`src/rtl/intr_pkg.sv`:
```
`timescale 1ns/1ps
package intr_pkg;
  typedef enum logic [2:0] {
    ST_IDLE  = 3'd0,
    ST_SAVE  = 3'd1,
    ST_ISSUE = 3'd2,
    ST_LOAD  = 3'd3,
    ST_RET   = 3'd4
  } seq_state_e;
endpackage

```
`src/rtl/prio_pick.sv`:
```
`timescale 1ns/1ps
module prio_pick #(
  parameter int NUM   = 4,
  parameter int IDX_W = (NUM > 1) ? $clog2(NUM) : 1
) (
  input  logic [NUM-1:0]   req,
  output logic             any,
  output logic [IDX_W-1:0] idx
);
  logic [NUM:0]   seen;
  logic [NUM-1:0] grant;

  assign seen[0] = 1'b0;
  for (genvar i = 0; i < NUM; i++) begin : g_chain
    assign grant[i]  = req[i] & ~seen[i];
    assign seen[i+1] = seen[i] | req[i];
  end

  assign any = seen[NUM];

  always_comb begin
    idx = '0;
    for (int i = 0; i < NUM; i++) begin
      if (grant[i]) idx = IDX_W'(i);
    end
  end
endmodule

```
`src/rtl/ctx_stack.sv`:
```
`timescale 1ns/1ps
module ctx_stack #(
  parameter int DEPTH = 8,
  parameter int W     = 24
) (
  input  logic         clk,
  input  logic         rst_n,
  input  logic         push,
  input  logic         pop,
  input  logic [W-1:0] din,
  output logic [W-1:0] top,
  output logic         full,
  output logic         empty
);
  localparam int CW = $clog2(DEPTH + 1);
  localparam int AW = (DEPTH > 1) ? $clog2(DEPTH) : 1;

  logic [W-1:0]  mem [DEPTH];
  logic [CW-1:0] cnt;
  logic [CW-1:0] cnt_m1;

  assign cnt_m1 = cnt - CW'(1);
  assign full   = (cnt == CW'(DEPTH));
  assign empty  = (cnt == '0);
  assign top    = mem[cnt_m1[AW-1:0]];

  always_ff @(posedge clk or negedge rst_n) begin
    if (!rst_n) begin
      cnt <= '0;
    end else if (push && !full) begin
      cnt <= cnt + CW'(1);
    end else if (pop && !empty) begin
      cnt <= cnt_m1;
    end
  end

  always_ff @(posedge clk) begin
    if (push && !full) mem[cnt[AW-1:0]] <= din;
  end
endmodule

```
`src/rtl/vec_addr_calc.sv`:
```
`timescale 1ns/1ps
module vec_addr_calc #(
  parameter int                NUM_SRC     = 4,
  parameter int                IDX_W       = 2,
  parameter int                VEC_W       = 8,
  parameter int                ADDR_W      = 16,
  parameter int unsigned       VT_BASE     = 32'h100,
  parameter logic [NUM_SRC-1:0] PERIPH_MASK = '0
) (
  input  logic              is_fault,
  input  logic [IDX_W-1:0]  src_idx,
  input  logic [VEC_W-1:0]  periph_vec,
  output logic [ADDR_W-1:0] vaddr
);
  logic [VEC_W-1:0] vec_num;

  always_comb begin
    if (is_fault)                  vec_num = VEC_W'(NUM_SRC);
    else if (PERIPH_MASK[src_idx]) vec_num = periph_vec;
    else                           vec_num = VEC_W'(src_idx);
  end

  assign vaddr = ADDR_W'(VT_BASE) + (ADDR_W'(vec_num) << 2);
endmodule

```
`src/rtl/intr_sequencer.sv`:
```
`timescale 1ns/1ps
module intr_sequencer
  import intr_pkg::*;
#(
  parameter int                 NUM_SRC     = 4,
  parameter int                 DEPTH       = 8,
  parameter int                 PC_W        = 16,
  parameter int                 SR_W        = 8,
  parameter int                 VEC_W       = 8,
  parameter int                 ADDR_W      = 16,
  parameter int                 IE_BIT      = 7,
  parameter int unsigned        VT_BASE     = 32'h100,
  parameter logic [NUM_SRC-1:0] PERIPH_MASK = 4'b1000
) (
  input  logic               clk,
  input  logic               rst_n,
  input  logic [NUM_SRC-1:0] irq_req,
  output logic [NUM_SRC-1:0] irq_ack,
  input  logic [VEC_W-1:0]   periph_vec,
  input  logic               fault_req,
  output logic               abort_instr,
  input  logic               instr_done,
  input  logic               rti,
  input  logic [PC_W-1:0]    cur_pc,
  input  logic [PC_W-1:0]    next_pc,
  input  logic [SR_W-1:0]    core_sr,
  output logic               busy,
  output logic               vt_req_valid,
  input  logic               vt_req_ready,
  output logic [ADDR_W-1:0]  vt_addr,
  input  logic               vt_rsp_valid,
  input  logic [PC_W-1:0]    vt_rsp_data,
  output logic               pc_load,
  output logic [PC_W-1:0]    pc_val,
  output logic [SR_W-1:0]    sr_val,
  output logic               ovf_flag,
  output logic               unf_flag
);
  localparam int IDX_W = (NUM_SRC > 1) ? $clog2(NUM_SRC) : 1;
  localparam int CTX_W = PC_W + SR_W;
  localparam logic [SR_W-1:0] IE_MASK = SR_W'(1) << IE_BIT;

  seq_state_e        state_q, state_d;
  logic              fault_q, fault_d;
  logic [IDX_W-1:0]  src_q, src_d;
  logic [PC_W-1:0]   rpc_q, rpc_d;
  logic [SR_W-1:0]   rsr_q, rsr_d;
  logic [ADDR_W-1:0] vaddr_q, vaddr_d;
  logic              ovf_q, ovf_d;
  logic              unf_q, unf_d;

  logic              ext_any;
  logic [IDX_W-1:0]  ext_idx;
  logic [ADDR_W-1:0] calc_addr;
  logic              stk_push, stk_pop, stk_full, stk_empty;
  logic [CTX_W-1:0]  stk_top;
  logic              ext_take;

  prio_pick #(.NUM(NUM_SRC), .IDX_W(IDX_W)) u_pick (
    .req (irq_req),
    .any (ext_any),
    .idx (ext_idx)
  );

  vec_addr_calc #(
    .NUM_SRC(NUM_SRC), .IDX_W(IDX_W), .VEC_W(VEC_W), .ADDR_W(ADDR_W),
    .VT_BASE(VT_BASE), .PERIPH_MASK(PERIPH_MASK)
  ) u_vec (
    .is_fault   (fault_q),
    .src_idx    (src_q),
    .periph_vec (periph_vec),
    .vaddr      (calc_addr)
  );

  ctx_stack #(.DEPTH(DEPTH), .W(CTX_W)) u_stack (
    .clk   (clk),
    .rst_n (rst_n),
    .push  (stk_push),
    .pop   (stk_pop),
    .din   ({rpc_q, rsr_q}),
    .top   (stk_top),
    .full  (stk_full),
    .empty (stk_empty)
  );

  assign ext_take = instr_done && core_sr[IE_BIT] && ext_any;
  assign stk_push = (state_q == ST_SAVE);
  assign stk_pop  = (state_q == ST_RET);

  // next-state and capture logic
  always_comb begin
    state_d = state_q;
    fault_d = fault_q;
    src_d   = src_q;
    rpc_d   = rpc_q;
    rsr_d   = rsr_q;
    vaddr_d = vaddr_q;
    ovf_d   = ovf_q;
    unf_d   = unf_q;
    unique case (state_q)
      ST_IDLE: begin
        if (fault_req) begin
          if (stk_full) begin
            ovf_d = 1'b1;
          end else begin
            state_d = ST_SAVE;
            fault_d = 1'b1;
            src_d   = '0;
            rpc_d   = cur_pc;
            rsr_d   = core_sr;
          end
        end else if (rti) begin
          if (stk_empty) unf_d = 1'b1;
          else           state_d = ST_RET;
        end else if (ext_take) begin
          if (stk_full) begin
            ovf_d = 1'b1;
          end else begin
            state_d = ST_SAVE;
            fault_d = 1'b0;
            src_d   = ext_idx;
            rpc_d   = next_pc;
            rsr_d   = core_sr;
          end
        end
      end
      ST_SAVE: begin
        vaddr_d = calc_addr;
        state_d = ST_ISSUE;
      end
      ST_ISSUE: begin
        if (vt_req_ready) state_d = ST_LOAD;
      end
      ST_LOAD: begin
        if (vt_rsp_valid) state_d = ST_IDLE;
      end
      ST_RET: begin
        state_d = ST_IDLE;
      end
      default: state_d = ST_IDLE;
    endcase
  end

  always_ff @(posedge clk or negedge rst_n) begin
    if (!rst_n) begin
      state_q <= ST_IDLE;
      fault_q <= 1'b0;
      src_q   <= '0;
      rpc_q   <= '0;
      rsr_q   <= '0;
      vaddr_q <= '0;
      ovf_q   <= 1'b0;
      unf_q   <= 1'b0;
    end else begin
      state_q <= state_d;
      fault_q <= fault_d;
      src_q   <= src_d;
      rpc_q   <= rpc_d;
      rsr_q   <= rsr_d;
      vaddr_q <= vaddr_d;
      ovf_q   <= ovf_d;
      unf_q   <= unf_d;
    end
  end

  // acknowledge decode
  for (genvar i = 0; i < NUM_SRC; i++) begin : g_ack
    assign irq_ack[i] = (state_q == ST_SAVE) && !fault_q && (src_q == IDX_W'(i));
  end

  assign abort_instr  = (state_q == ST_SAVE) && fault_q;
  assign busy         = (state_q != ST_IDLE);
  assign vt_req_valid = (state_q == ST_ISSUE);
  assign vt_addr      = vaddr_q;
  assign ovf_flag     = ovf_q;
  assign unf_flag     = unf_q;

  always_comb begin
    pc_load = 1'b0;
    pc_val  = '0;
    sr_val  = '0;
    if (state_q == ST_LOAD && vt_rsp_valid) begin
      pc_load = 1'b1;
      pc_val  = vt_rsp_data;
      sr_val  = rsr_q & ~IE_MASK;
    end else if (state_q == ST_RET) begin
      pc_load = 1'b1;
      pc_val  = stk_top[CTX_W-1:SR_W];
      sr_val  = stk_top[SR_W-1:0];
    end
  end
endmodule

```
`config.mk`:
```
export PLATFORM = sky130hd
export DESIGN_NAME = intr_sequencer
export DESIGN_NICKNAME = d
export VERILOG_FILES = /design/src/rtl/intr_pkg.sv /design/src/rtl/prio_pick.sv /design/src/rtl/ctx_stack.sv /design/src/rtl/vec_addr_calc.sv /design/src/rtl/intr_sequencer.sv
export SDC_FILE = /design/constraint.sdc
export NUM_CORES = 1
export LEC_CHECK = 0
export CELL_PAD_IN_SITES_DETAIL_PLACEMENT = 0
export CELL_PAD_IN_SITES_GLOBAL_PLACEMENT = 2
export CORE_MARGIN = 10
export CORE_UTILIZATION = 41
export DETAILED_ROUTE_END_ITERATION = 8
export GPL_ROUTABILITY_DRIVEN = 1
export PLACE_DENSITY_LB_ADDON = 0.1
export SKIP_CTS_REPAIR_TIMING = 1
export SLEW_MARGIN = 10
export SYNTH_ARGS = -nofsm -noshare
export SYNTH_HDL_FRONTEND = slang
export SYNTH_SLANG_ARGS = --single-unit
```
`constraint.sdc`:
```
create_clock -name clk -period 5 [get_ports clk]
set_input_delay 0.5 -clock clk [delete_from_list [all_inputs] [get_ports clk]]
set_output_delay 0.5 -clock clk [all_outputs]
set_load 0.05 [all_outputs]
```
# Word-level counts from Yosys, hierarchy flattened
# Memories as Yosys holds them, arrays and structs flattened.
# Cells that the tools add are included.
[word_totals] regBits=52 ramBits=192 inputBits=75 out_inout_bits=50 elab_cells=110 mem_count=1
[mem_list] memory="u_stack.mem" words=8 width=24 rd=1 rd_ports_with_merged_regs=0 write_ports=1 line="ctx_stack.sv:18" text="logic [W-1:0] mem [DEPTH];"
[op_classes] n_addsub=3 magnitude_cmp=1 eq_ne=13 mux=48 bitwise_logic=11 n_reduce_logical=24
[op_table] cell="two-way mux 16 bit" n=7
[op_table] cell="two-way mux 8 bit" n=8
[op_table] cell="two-way mux 3 bit" n=7
[op_table] cell="two-way mux 1 bit" n=15
[op_table] cell="two-way mux 2 bit" n=7
[op_table] cell="one-hot mux 3 bit (4 select lines)" n=1
[op_table] cell="AND reduction 4 bit" n=3
[op_table] cell="adder 9 x 10 -> 11 bit, first input constant" n=1
[op_table] cell="logical AND 1 bit" n=11
[op_table] cell="two-way mux 4 bit" n=2
[op_table] cell="!= test 4 bit, second input constant" n=2
[op_table] cell="== test 3 x 2 -> 1 bit, second input constant" n=2
[op_table] cell="NOT 1 bit" n=5
[op_table] cell="adder 4 x 1 -> 4 bit, second input constant" n=1
[op_table] cell="== test 2 bit, second input constant" n=2
[op_table] cell="== test 4 bit, second input constant" n=1
[op_table] cell="logical NOT 4 bit" n=1
[op_table] cell="!= test 2 bit, second input constant" n=2
[op_table] cell="nonzero test 2 bit" n=2
[op_table] cell="subtractor 4 x 1 -> 4 bit, second input constant" n=1
[op_table] cell="AND 1 bit" n=3
[op_table] cell="== test 3 x 1 -> 1 bit, second input constant" n=1
[op_table] cell="== test 3 bit, second input constant" n=1
[op_table] cell="logical NOT 1 bit" n=3
[op_table] cell="other kinds (9)" n=11

# Logic depth before layout (Yosys ltp)
[logic_depth] ltp_word=9 ltp_mapped=12 ltp_nobuf=6

# Cells and area by module
# A second synthesis with hierarchy kept.
[hier_totals] cells_unflattened=541 area_unflattened_um2=10398.7
[by_module_without_submodules] mod="ctx_stack" instances=1 cells_each=336 area_each_um2=7744.9
[by_module_without_submodules] mod="intr_sequencer" instances=1 cells_each=177 area_each_um2=2468.6
[by_module_without_submodules] mod="vec_addr_calc" instances=1 cells_each=21 area_each_um2=150.1
[by_module_without_submodules] mod="prio_pick" instances=1 cells_each=7 area_each_um2=35.0

# Worst setup path after synthesis
# No wires, ideal clock.
[synth_path] path_type="reg2reg" startpoint="register u_stack.cnt[0]" endpoint="memory u_stack.mem[0][0] (enable)" setup_ps=466 arrival_time_ps=3681 required_time_ps=4534 setup_slack_ps=853 path_stages_with_launch=8 path_buffers=2 period_less_slack_ps=4147 path_cell_list="dfrtp_1 buf_2 buf_2 inv_1 ha_1 nand3b_1 nand2_1 nor4_1"
[synth_via] elab_chain_len=5
[synth_rtl] element="start, declared" line="ctx_stack.sv:19" text="logic [CW-1:0] cnt;"
[synth_rtl] element="start signal, assigned" line="ctx_stack.sv:31" text="cnt <= cnt + CW'(1);"
[synth_rtl] element="start signal, assigned" line="ctx_stack.sv:33" text="cnt <= cnt_m1;"
[synth_rtl] element="== test 4 bit" line="ctx_stack.sv:23" text="assign full = (cnt == CW'(DEPTH));"
[synth_rtl] element="logical NOT 1 bit" line="ctx_stack.sv:38" text="if (push && !full) mem[cnt[AW-1:0]] <= din;"
[synth_rtl] element="logical AND 1 bit" line="ctx_stack.sv:38"
[synth_rtl] element="two-way mux 1 bit" line="ctx_stack.sv:38"
[synth_rtl] element="two-way mux 1 bit (implied by the code)" line="ctx_stack.sv:38"
[synth_rtl] element="end, declared" line="ctx_stack.sv:18"
# Several ways; a longest one is shown, not always the timed one.

# Final worst setup path
[layout_path] startpoint="register u_stack.cnt[1]" endpoint="output port pc_val[12]"
[layout_via] elab_chain_len=4
[layout_rtl] element="subtractor 4 x 1 -> 4 bit" line="ctx_stack.sv:22" text="assign cnt_m1 = cnt - CW'(1);"
[layout_rtl] element="memory (8 x 24 bit)"
[layout_rtl] element="two-way mux 16 bit" line="intr_sequencer.sv:186" text="end else if (state_q == ST_RET) begin"
[layout_rtl] element="two-way mux 16 bit" line="intr_sequencer.sv:182" text="if (state_q == ST_LOAD && vt_rsp_valid) begin"
[layout_rtl] element="end, declared" line="intr_sequencer.sv:34" text="output logic [PC_W-1:0] pc_val,"
# No other way between the ends.

==> metrics <==
status finished, final reports clean; CTS tree done; # rows 56; ys flop type edfxtp_1; endpoints failing setup 0; register area share after synthesis 70.8%; Slew Viols, Final 0; Inst Count DP 982; Leakage approximately 4.2 nW; area grow syn2layout 24.4%; EDFF count, synth between 150 and 200; share of layout cells above drive strength 1 20.7%; Die Span X ~170 um; Hold Crit Class primary input to async pin; dominant cell by count in the synthesized netlist edfxtp_1; post-detailed-route via-to-cell ratio 5.20; first-pass GRT wire length 34600 um; PwrDens ~550 nW/um^2; largest cells by area after synthesis edfxtp_1 (59%), dfrtp_1 (12%), mux4_2 (11%), nand2_1 (2.6%), a22oi_1 (1.8%); Arrival @ worst endpoint ~3800 ps; CTS max path bufs 3; final hold violation count 0; CP Data Required Time ~4500 ps; Post-Synth Adder-Cell Area less than 1%; Final ANT Viol Nets 0; crit path launch type flop; Final Cycle Share between 80% and 90%; Post-Syn Area a little under 10000 um^2; GRT overflow 0; Compound-Gate Fraction of Synth Area ~5.6%; minimum clock period about 4200 ps; cell taking the most area after synthesis edfxtp_1; mux cell area share after synthesis between 10 and 15%; unrepaired setup endpoints after global routing false; largest net degree at the start of global routing 54; core footprint roughly 23000 um^2; mean routed wirelength per cell approximately 22 um; Final Routed Wirelength ~22000 um; xor and xnor area share after synthesis less than 1%; initial cell density of the core between 40% and 50%; worst-skew pair later-pin latency 520 ps; DIE AREA between 30000 and 40000 um^2; ANT cells 0; Iter 0 DRT Violations roughly 350; Synth Warn # 0; number of port buffers 117; initial antenna violation count 0; worst hold margin roughly 110 ps; H-tree Lvls 1; placed cell area around 11000 um^2; crit path kind flop to output port; Pre-antenna DRT Iters 4; Die Ht between 150 and 200 um; slew of the pin with the lowest slew margin 1040 ps; CP max FO 19; Setup TNS Final 0 ps; Async S/R FF share, synth roughly a fifth; average cell area after synthesis between 15 and 20 um^2; Num Clock Sinks ~240; Vias 5342; synthesized instance count 560; f_max between 0.2 and 0.25 GHz; Seq cells post-synth between 200 and 250; Worst slew margin a little over 30%; TritonCTS Buffers 25; Unique masters post-synth 48; most frequent cells after synthesis edfxtp_1 (192), nand2_1 (68), mux4_2 (48); Nets 769; routability cong. about 0.73; DRC viols 0; Max IR drop VDD about 0.29 mV; GRT Overall Usage approximately 15%; post-route cell area roughly 12000 um^2; HPWL Detailed about 14000 um; Simple-Gate Fraction of Synth Area 5.70%; Non-Filler Instances 1028; Clock Skew about 17 ps; Synth top area share a little under 60%; Worst setup EP type output port; root buf cell clkbuf_16; Worst-path clk slew approximately 60 ps; max cap viols 0; combinational family with the most area after synthesis multiplexers; io pins approximately 130; vias in the first global route ~5800
flip-flops by register name, summed over array words and instances (netlist names):
register and cells:
u_stack.mem 192, rpc_q 16, vt_addr 9, rsr_q 8, u_stack.cnt 4, state_q 3, src_q 2, fault_q 1
ovf_flag 1, unf_flag 1
layer usage:
metal	vias up	part of all wire, %	track usage [%]
li1	2436	-	-
met4	0	1.3	3.28
met3	19	7.3	3.90
met5	-	0	0
met2	168	47	23.2
met1	2719	44	19.6
layout make-up:
type / count / area (um^2)
inverters: 7 / 26.3
clock buffers: 36 / 697
clock inverters: 10 / 126
repair buffers: 139 / 1340
fillers: 1947 / 11300
multi-input cells: 280 / 2630
flip-flops and latches: 237 / 6900
well taps: 319 / 399
power breakdown:
| part | switching [mW] | total [mW] | internal, mW | leakage (nW) |
|---|---|---|---|---|
| clock network | 0.718 | 1.84 | 1.12 | 0.405 |
| logic | 1.06 | 1.91 | 0.851 | 1.58 |
| registers | 0.354 | 2.98 | 2.62 | 2.26 |
worst max-delay path: stages (launching register included):
cell	delay, ps
dfrtp_1	530
inv_1	220
ha_2	660
buf_4	390
mux4_2	350
a22oi_1	290
nand2_1	90
clkdlybuf4s50_1	710
logic make-up (layout without fill, tap and decap cells):
logic type	Yosys count	in the layout
flops	237	237
simple gates	112	112
compound gates	78	78
mux	75	75
buf+inv	49	192
fa+ha+maj	4	4
xor+xnor	4	4
other cells	1	7
path summary, 6_finish.rpt:
kind	startpoint	end	slack, ps	cells past startpoint
setup / recovery	u_stack.cnt[1]	pc_val[12]	750	7
setup reg to reg	u_stack.cnt[0]	u_stack.mem[7][20]	2050	4
hold / removal	rst_n	unf_flag	110	2
max in group asynchronous	rst_n	u_stack.cnt[0]	4380	2
hold reg to reg	ovf_flag	ovf_flag	470	1
min in group clk	ovf_flag	ovf_flag	470	1
cells in the final DEF (no fill, tap or decap), drive strengths merged, types with 3 or more instances in the layout:
| cell | netlist | routed |
|---|---|---|
| a21oi | 33 | 33 |
| a22o | 3 | 3 |
| a22oi | 23 | 23 |
| and2 | 4 | 4 |
| and3 | 6 | 6 |
| buf | 26 | 23 |
| bufinv | 0 | 3 |
| clkbuf | 16 | 36 |
| clkdlybuf4s50 | 0 | 116 |
| clkinv | 0 | 6 |
| conb | 1 | 7 |
| dfrtp | 45 | 45 |
| edfxtp | 192 | 192 |
| ha | 4 | 4 |
| inv | 7 | 8 |
| mux2 | 10 | 10 |
| mux2i | 17 | 17 |
| mux4 | 48 | 48 |
| nand2 | 68 | 68 |
| nor2 | 7 | 7 |
| nor2b | 4 | 4 |
| nor3 | 7 | 7 |
| nor4 | 7 | 7 |
| o21ai | 6 | 6 |
| or3b | 3 | 3 |
per-stage QoR:
stage	total power, mW	utilization, %	setup slack [ps]
after floorplan	4.33	-	853
after global placement	4.91	48.3	1280
after detailed placement	4.96	48.3	1230
after CTS	6.81	51.8	661
after global routing	7.08	51.8	543
final	6.72	51.8	750
Note: power is estimated with default switching activity, not from simulation.
